`src/rtl/bseq_pkg.sv`:
```
package bseq_pkg;
  localparam int BUS_W       = 64;
  localparam int PHASE_BYTES = BUS_W / 8;
  localparam int PB_LG       = $clog2(PHASE_BYTES);
  localparam int EDGE_BYTES  = 128;
  localparam int SLOTS       = EDGE_BYTES / PHASE_BYTES;
  localparam int SLOT_W      = $clog2(SLOTS);
  localparam int CNT_W       = 12;
  localparam int TOT_W       = CNT_W + 1;
  localparam int PH_W        = TOT_W - PB_LG + 1;
  localparam int ID_W        = 16;
  localparam int TAG_W       = 5;
  localparam int XST_W       = 3;
  localparam int CMD_W       = 4;
  localparam int ATTR_W      = ID_W + CNT_W + TAG_W + XST_W;

  typedef enum logic [2:0] {
    S_IDLE, S_ADDR, S_ATTR, S_CLAIM, S_TWAIT, S_DATA
  } seq_state_t;

  // Byte count field to real byte total (zero encodes the maximum).
  function automatic logic [TOT_W-1:0] burst_bytes(input logic [CNT_W-1:0] c);
    return (c == '0) ? TOT_W'(1 << CNT_W) : TOT_W'(c);
  endfunction

  // Data phases needed: bytes rounded up to whole bus words.
  function automatic logic [PH_W-1:0] burst_phases(input logic [TOT_W-1:0] b);
    logic [TOT_W:0] r;
    r = {1'b0, b} + (TOT_W+1)'(PHASE_BYTES - 1);
    return PH_W'(r >> PB_LG);
  endfunction

  // Phases after the current one until the block boundary closes,
  // pushed one block further when fewer than two remain.
  function automatic logic [SLOT_W:0] slots_to_edge(input logic [SLOT_W-1:0] s);
    logic [SLOT_W:0] k;
    k = (SLOT_W+1)'(SLOTS - 1) - {1'b0, s};
    if (k < 2) k = k + (SLOT_W+1)'(SLOTS);
    return k;
  endfunction

  function automatic logic [ATTR_W-1:0] pack_attr(input logic [ID_W-1:0] id,
                                                  input logic [TAG_W-1:0] tg,
                                                  input logic [CNT_W-1:0] cnt,
                                                  input logic [XST_W-1:0] xs);
    return {xs, tg, cnt, id};
  endfunction

  function automatic logic [TOT_W-1:0] moved_bytes(input logic [PH_W-1:0] ph,
                                                   input logic [TOT_W-1:0] tot,
                                                   input logic cut);
    return cut ? (TOT_W'(ph) << PB_LG) : tot;
  endfunction
endpackage

```
`src/rtl/bseq_claim_timer.sv`:
```
module bseq_claim_timer #(
  parameter int SUB_POINT = 5,
  localparam int CW = $clog2(SUB_POINT + 1)
) (
  input  logic clk,
  input  logic rst_n,
  input  logic run,
  input  logic claim,
  output logic expire
);
  logic [CW-1:0] count;

  always_ff @(posedge clk) begin
    if (!rst_n || !run)                 count <= CW'(1);
    else if (count != CW'(SUB_POINT))   count <= count + CW'(1);
  end

  assign expire = run && !claim && (count == CW'(SUB_POINT));


  claim_window_chk: assert property (@(posedge clk) disable iff (!rst_n)
    run |-> (count >= CW'(1) && count <= CW'(SUB_POINT)));
endmodule

```
`src/rtl/bseq_burst_ctr.sv`:
```
module bseq_burst_ctr
  import bseq_pkg::*;
(
  input  logic              clk,
  input  logic              rst_n,
  input  logic              load,
  input  logic [PH_W-1:0]   phases,
  input  logic [SLOT_W-1:0] slot0,
  input  logic              step,
  input  logic              stop_req,
  output logic [PH_W-1:0]   done_ph,
  output logic              last,
  output logic              tail
);
  logic [PH_W-1:0]   rem;
  logic [SLOT_W-1:0] slot;
  logic [PH_W-1:0]   rem_dec, cut;

  assign rem_dec = rem - PH_W'(1);
  assign cut     = PH_W'(slots_to_edge(slot));

  always_ff @(posedge clk) begin
    if (!rst_n) begin
      rem <= '0; slot <= '0; done_ph <= '0;
    end else if (load) begin
      rem <= phases; slot <= slot0; done_ph <= '0;
    end else if (step) begin
      rem     <= (stop_req && cut < rem_dec) ? cut : rem_dec;
      slot    <= slot + SLOT_W'(1);
      done_ph <= done_ph + PH_W'(1);
    end
  end

  assign last = (rem == PH_W'(1));
  assign tail = (rem <= PH_W'(2));


  load_nonzero_chk: assert property (@(posedge clk) disable iff (!rst_n)
    load |-> phases != '0);

  progress_chk: assert property (@(posedge clk) disable iff (!rst_n)
    step && !last |=> rem < $past(rem));

  cut_window_chk: assert property (@(posedge clk) disable iff (!rst_n)
    step && stop_req && !last |=> rem <= PH_W'(SLOTS + 1));
endmodule

```
`src/rtl/bseq_bus_drive.sv`:
```
module bseq_bus_drive
  import bseq_pkg::*;
(
  input  seq_state_t        st,
  input  logic [BUS_W-1:0]  addr,
  input  logic [CMD_W-1:0]  cmd,
  input  logic [ATTR_W-1:0] attr,
  input  logic [BUS_W-1:0]  wr_data,
  input  logic              tail,
  output logic [BUS_W-1:0]  ad,
  output logic [CMD_W-1:0]  cbe,
  output logic              frame_n,
  output logic              data_take
);
  always_comb begin
    ad = '0; cbe = '0; frame_n = 1'b0; data_take = 1'b0;
    case (st)
      S_IDLE: frame_n = 1'b1;
      S_ADDR: begin ad = addr; cbe = cmd; end
      S_ATTR: begin
        ad  = {{(BUS_W-32){1'b0}}, attr[31:0]};
        cbe = attr[ATTR_W-1:32];
      end
      S_DATA: begin ad = wr_data; frame_n = tail; data_take = 1'b1; end
      default: ;
    endcase
  end
endmodule

```
`src/rtl/bseq_initiator.sv`:
```
module bseq_initiator
  import bseq_pkg::*;
#(
  parameter int SLOW_POINT = 3,
  localparam int SUB_POINT = SLOW_POINT + 2
) (
  input  logic              clk,
  input  logic              rst_n,
  input  logic              start,
  input  logic [BUS_W-1:0]  start_addr,
  input  logic [CMD_W-1:0]  cmd,
  input  logic [ID_W-1:0]   req_id,
  input  logic [CNT_W-1:0]  byte_cnt,
  input  logic [TAG_W-1:0]  tag,
  input  logic [XST_W-1:0]  xstat,
  input  logic [BUS_W-1:0]  wr_data,
  input  logic              devsel_n,
  input  logic              trdy_n,
  input  logic              stop_n,
  output logic              frame_n,
  output logic [BUS_W-1:0]  bus_ad,
  output logic [CMD_W-1:0]  bus_cbe,
  output logic              data_take,
  output logic              busy,
  output logic              done,
  output logic              done_abort,
  output logic              done_disc,
  output logic [TOT_W-1:0]  xfer_bytes
);
  seq_state_t        st;
  logic [BUS_W-1:0]  addr_q;
  logic [CMD_W-1:0]  cmd_q;
  logic [ATTR_W-1:0] attr_q;
  logic [TOT_W-1:0]  tot_q;
  logic [PH_W-1:0]   plan_q;
  logic              wodd;

  // Named internal events
  logic ev_claim, ev_go, ev_end, ev_expire, ev_cut, last, tail;
  logic [PH_W-1:0] done_ph, moved_ph;

  assign ev_claim = (st == S_CLAIM) && !devsel_n;
  assign ev_go    = (st == S_TWAIT) && !trdy_n && (!cmd_q[0] || !wodd);
  assign ev_end   = (st == S_DATA) && last;
  assign moved_ph = done_ph + PH_W'(1);
  assign ev_cut   = moved_ph < plan_q;

  bseq_claim_timer #(.SUB_POINT(SUB_POINT)) u_timer (
    .clk(clk), .rst_n(rst_n), .run(st == S_CLAIM), .claim(!devsel_n),
    .expire(ev_expire));

  bseq_burst_ctr u_ctr (
    .clk(clk), .rst_n(rst_n), .load(ev_go), .phases(plan_q),
    .slot0(addr_q[SLOT_W+PB_LG-1:PB_LG]), .step(st == S_DATA),
    .stop_req(!stop_n), .done_ph(done_ph), .last(last), .tail(tail));

  bseq_bus_drive u_drive (
    .st(st), .addr(addr_q), .cmd(cmd_q), .attr(attr_q), .wr_data(wr_data),
    .tail(tail), .ad(bus_ad), .cbe(bus_cbe), .frame_n(frame_n),
    .data_take(data_take));

  always_ff @(posedge clk) begin
    if (!rst_n) begin
      st <= S_IDLE; addr_q <= '0; cmd_q <= '0; attr_q <= '0;
      tot_q <= '0; plan_q <= '0; wodd <= 1'b0;
      done <= 1'b0; done_abort <= 1'b0; done_disc <= 1'b0; xfer_bytes <= '0;
    end else begin
      done <= 1'b0;
      case (st)
        S_IDLE: if (start) begin
          st     <= S_ADDR;
          addr_q <= start_addr;
          cmd_q  <= cmd;
          attr_q <= pack_attr(req_id, tag, byte_cnt, xstat);
          tot_q  <= burst_bytes(byte_cnt);
          plan_q <= burst_phases(burst_bytes(byte_cnt));
        end
        S_ADDR: st <= S_ATTR;
        S_ATTR: st <= S_CLAIM;
        S_CLAIM:
          if (ev_claim) begin
            st <= S_TWAIT; wodd <= 1'b0;
          end else if (ev_expire) begin
            st <= S_IDLE; done <= 1'b1; done_abort <= 1'b1;
            done_disc <= 1'b0; xfer_bytes <= '0;
          end
        S_TWAIT:
          if (ev_go) st <= S_DATA;
          else       wodd <= !wodd;
        S_DATA:
          if (ev_end) begin
            st <= S_IDLE; done <= 1'b1; done_abort <= 1'b0;
            done_disc  <= ev_cut;
            xfer_bytes <= moved_bytes(moved_ph, tot_q, ev_cut);
          end
        default: st <= S_IDLE;
      endcase
    end
  end

  assign busy = (st != S_IDLE);


  idle_frame_chk: assert property (@(posedge clk) disable iff (!rst_n)
    !busy |-> frame_n && !data_take);

  no_initiator_wait_chk: assert property (@(posedge clk) disable iff (!rst_n)
    data_take && !frame_n |=> data_take);

  tail_frame_chk: assert property (@(posedge clk) disable iff (!rst_n)
    data_take && frame_n && !ev_end |=> data_take && frame_n);

  abort_zero_chk: assert property (@(posedge clk) disable iff (!rst_n)
    done && done_abort |-> xfer_bytes == '0 && !done_disc);

  done_pulse_chk: assert property (@(posedge clk) disable iff (!rst_n)
    done |=> !done);

  wait_quiet_chk: assert property (@(posedge clk) disable iff (!rst_n)
    (st == S_TWAIT) && trdy_n |=> !data_take);
endmodule

```
`config.mk`:
```
export PLATFORM = sky130hd
export DESIGN_NAME = bseq_initiator
export DESIGN_NICKNAME = d
export VERILOG_FILES = /design/src/rtl/bseq_pkg.sv /design/src/rtl/bseq_claim_timer.sv /design/src/rtl/bseq_burst_ctr.sv /design/src/rtl/bseq_bus_drive.sv /design/src/rtl/bseq_initiator.sv
export SDC_FILE = /design/constraint.sdc
export NUM_CORES = 1
export LEC_CHECK = 0
export ABC_CLOCK_PERIOD_IN_PS = 6100
export BUFFER_PORTS_ARGS = -buffer_cell sky130_fd_sc_hd__buf_4
export CORE_UTILIZATION = 30
export DETAILED_ROUTE_END_ITERATION = 10
export REMOVE_ABC_BUFFERS = 1
export SLEW_MARGIN = 40
export SYNTH_ARGS = -nofsm -noshare
export SYNTH_HDL_FRONTEND = slang
export SYNTH_HIERARCHICAL = 1
export SYNTH_SLANG_ARGS = --single-unit
```
`constraint.sdc`:
```
create_clock -name clk -period 6.1 [get_ports clk]
set_clock_uncertainty 0.2 [all_clocks]
set_input_delay 1.22 -clock clk [delete_from_list [all_inputs] [get_ports clk]]
set_output_delay 1.22 -clock clk [all_outputs]
set_load 0.005 [all_outputs]
```
==> impl_metrics.env <==
export IMPL_grt_max_degree=89
export IMPL_cp_top_family="flip-flops"
export IMPL_vias=8473
export IMPL_cts_setup_buffers=0
export IMPL_avgSynthCellArea_um2=8.038
export IMPL_dr_first_iter_drc_count=384
export IMPL_start_util_pct=30.65
export IMPL_viasPerCell=4.864
export IMPL_gr_total_overflow=0
export IMPL_end_kind="output pin"
export IMPL_slew_viol_final=0
export IMPL_path_max_fanout=44
export IMPL_ys_seq_area_share_pct=38.91
export IMPL_status="finished clean"
export IMPL_synthTopCellsByArea="dfxtp_1 39%, nand2_1 11%, a21oi_1 8.3%"
export IMPL_final_area_um2=11840
export IMPL_fmax_ghz=0.2446
export IMPL_reg2reg_from="u_ctr/done_ph[0]"
export IMPL_synth_ff_type="dfxtp_1"
export IMPL_total_power_mw=2.922
export IMPL_instances_no_fill=1742
export IMPL_ff2ff_setup_slack_ns=2.58
export IMPL_setup_viol=0
export IMPL_critical_path_startpoint_type="flip-flop"
export IMPL_synth_top_cells_by_count="278 x nand2_1, 177 x dfxtp_1, 151 x a21oi_1, 76 x nor2_1, 66 x mux2i_1"
export IMPL_async_flop_share_pct=0
export IMPL_regToRegEndpoint="xfer_bytes[7]"
export IMPL_netlist_area_um2=9107
export IMPL_crit_end="bus_ad[9]"
export IMPL_synth_top_area_share_pct=38.91
export IMPL_crit_type="reg2out"
export IMPL_final_util_pct=39.83
export IMPL_multi_input_area_um2=4994
export IMPL_grt_pass1_wl_mm=43.65
export IMPL_clk_pin_slew_ns=0.07
export IMPL_crit_required_ns=4.68
export IMPL_antenna_found_initial=1
export IMPL_ant_nets=0
export IMPL_firstDrtPassIters=4
export IMPL_holdWs_ns=0.2554
export IMPL_routed_wl_mm=27.83
export IMPL_drc=0
export IMPL_slew_headroom_pct=46.38
export IMPL_grt_pass1_vias=8134
export IMPL_dpl_cell_area_um2=11180
export IMPL_hp_class="reg2reg"
export IMPL_cts_resized=0
export IMPL_core_area_um2=29720
export IMPL_nNetsFinal=1535
export IMPL_ys_types=67
export IMPL_clock_path_buffers=2
export IMPL_crit_start="st[0]"
export IMPL_worst_ep_arrival_time_ns=2.67
export IMPL_io_pins=261
export IMPL_drive_gt1_share_pct=24.87
export IMPL_ys_ff_latch=177
export IMPL_syn2layout_area_growth_pct=29.98
export IMPL_crit_buf_inv=2
export IMPL_clk_latency_ns=0.42
export IMPL_cts_hold_fix_buffers=0
export IMPL_cts_tree="yes"
export IMPL_seq_area_um2=3547
export IMPL_rows=63
export IMPL_worstPathCellList="nand2b_2 > buf_4 > o2bb2ai_1 > buf_4"
export IMPL_htreeDepth=4
export IMPL_cpPeakStageDelay_ns=0.85
export IMPL_grt_use_total_pct=17.85
export IMPL_crit_top_cell="buf_4"
export IMPL_synth_enable_flop_cells=0
export IMPL_cp_num_cells=4
export IMPL_port_buffers=260
export IMPL_period_share_pct=67.03
export IMPL_p_per_area_nw_per_um2=246.9
export IMPL_dieArea_um2=31060
export IMPL_dp_hpwl_mm=19.96
export IMPL_synth_cells=1133
export IMPL_wl_per_cell_um=15.98
export IMPL_ir_drop_uv=162.9
export IMPL_worstMarginPinSlew_ns=0.8032
export IMPL_die_h_um=176.2
export IMPL_r2r_cells=11
export IMPL_fill_cells=3063
export IMPL_setup_tns_ns=0
export IMPL_root_buffer="clkbuf_16"
export IMPL_cts_made_buffers=17
export IMPL_timing_max_cap_violations=0
export IMPL_yosysMostFrequentCell="nand2_1"
export IMPL_setup_slack_ns=2.011
export IMPL_gp_congestion=0.8716
export IMPL_power_leakage_nw=4.635
export IMPL_synth_top_area_cell="dfxtp_1"
export IMPL_finalHoldViolCount=0
export IMPL_die_x_um=176.2
export IMPL_numClockSinks=177
export IMPL_fin_crit_ns=4.089
export IMPL_dp_slack_ns=2.446
export IMPL_crit_slowest_cell="dfxtp_1"
export IMPL_rsz0062_at_grt="no"
export IMPL_post_place_cells=1710
export IMPL_yosys_warnings=6
-- how the worst min path moves through the flow --
stage          startpoint          to  slack, ns  depth (start not counted)
2_1_floorplan   addr_q[0]   addr_q[0]       0.24                          2
3_3_place_gp   addr_q[30]  addr_q[30]       0.24                          2
3_5_place_dp   addr_q[31]  addr_q[31]       0.25                          2
4_1_cts        addr_q[31]  addr_q[31]       0.26                          2
5_1_grt        addr_q[46]  addr_q[46]       0.27                          2
6_report       addr_q[27]  addr_q[27]       0.26                          2
-- final cells by class --
type	instances	area share, %
inverter	33	1.089
antenna	1	0.02114
timing repair buffer	268	17.10
clock buffer	20	4.038
tap	390	4.122
multi-input combinational	842	42.18
clock inverter	11	1.480
sequential	177	29.97
-- layer usage --
metal  global-route usage [%]  share of wire (%)  up-vias  wire [um]
li1                         -                  -     4294          -
met1                    22.29                 44     3956      12350
met2                    30.28                 49      200      13660
met3                    4.199                4.9       23       1354
met4                    5.326                1.7        0        464
met5                        0                  0        -          0
-- worst min-delay path: stages (launching register included) --
cell,delay (ns)
dfxtp_1,0.31
nand2_1,0.05
a21oi_1,0.05
-- flip-flops by register name, indices dropped and copies added, names as in the netlist, 3 cells and up --
register       cells
cmd_q              4
addr_q            64
attr_q            36
u_ctr/rem         11
xfer_bytes        13
u_timer/count      3
tot_q             13
u_ctr/done_ph     11
st                 3
u_ctr/slot         4
plan_q            11
-- report_power, final --
group / switching [mW] / internal (mW)
registers: 0.0564 / 1.22
clock network: 0.479 / 0.734
logic: 0.239 / 0.192
-- cells by family after synthesis --
logic type / share of synthesized area (%)
AOI/OAI and AO/OA: 17.90
adders and majority gates: 3.022
buffers and inverters: 6.498
muxes: 7.748
DFF: 38.91
and+or+nand+nor: 22.75
xor gates and xnor gates: 3.174
-- layout by cell type, fill, tap and decap left out, types with 3 or more instances in the layout --
master,n
o22ai_1,4
nor3_2,4
clkbuf_16,18
and2_1,9
nand4_1,18
nor2_1,76
dfxtp_1,176
ha_1,22
mux2_1,4
a211oi_1,8
nand2_1,277
o21ai_0,23
o2bb2ai_1,33
bufinv_16,4
a21oi_1,151
and3_1,3
o211ai_2,10
nor3_1,17
clkinvlp_4,4
mux2i_1,66
o21a_1,5
nand3_1,13
xor2_1,18
buf_4,267
nor3b_1,3
inv_1,30
xnor2_1,15
nor4_1,4
nand3b_1,8
(Power assumes the default switching activity.)
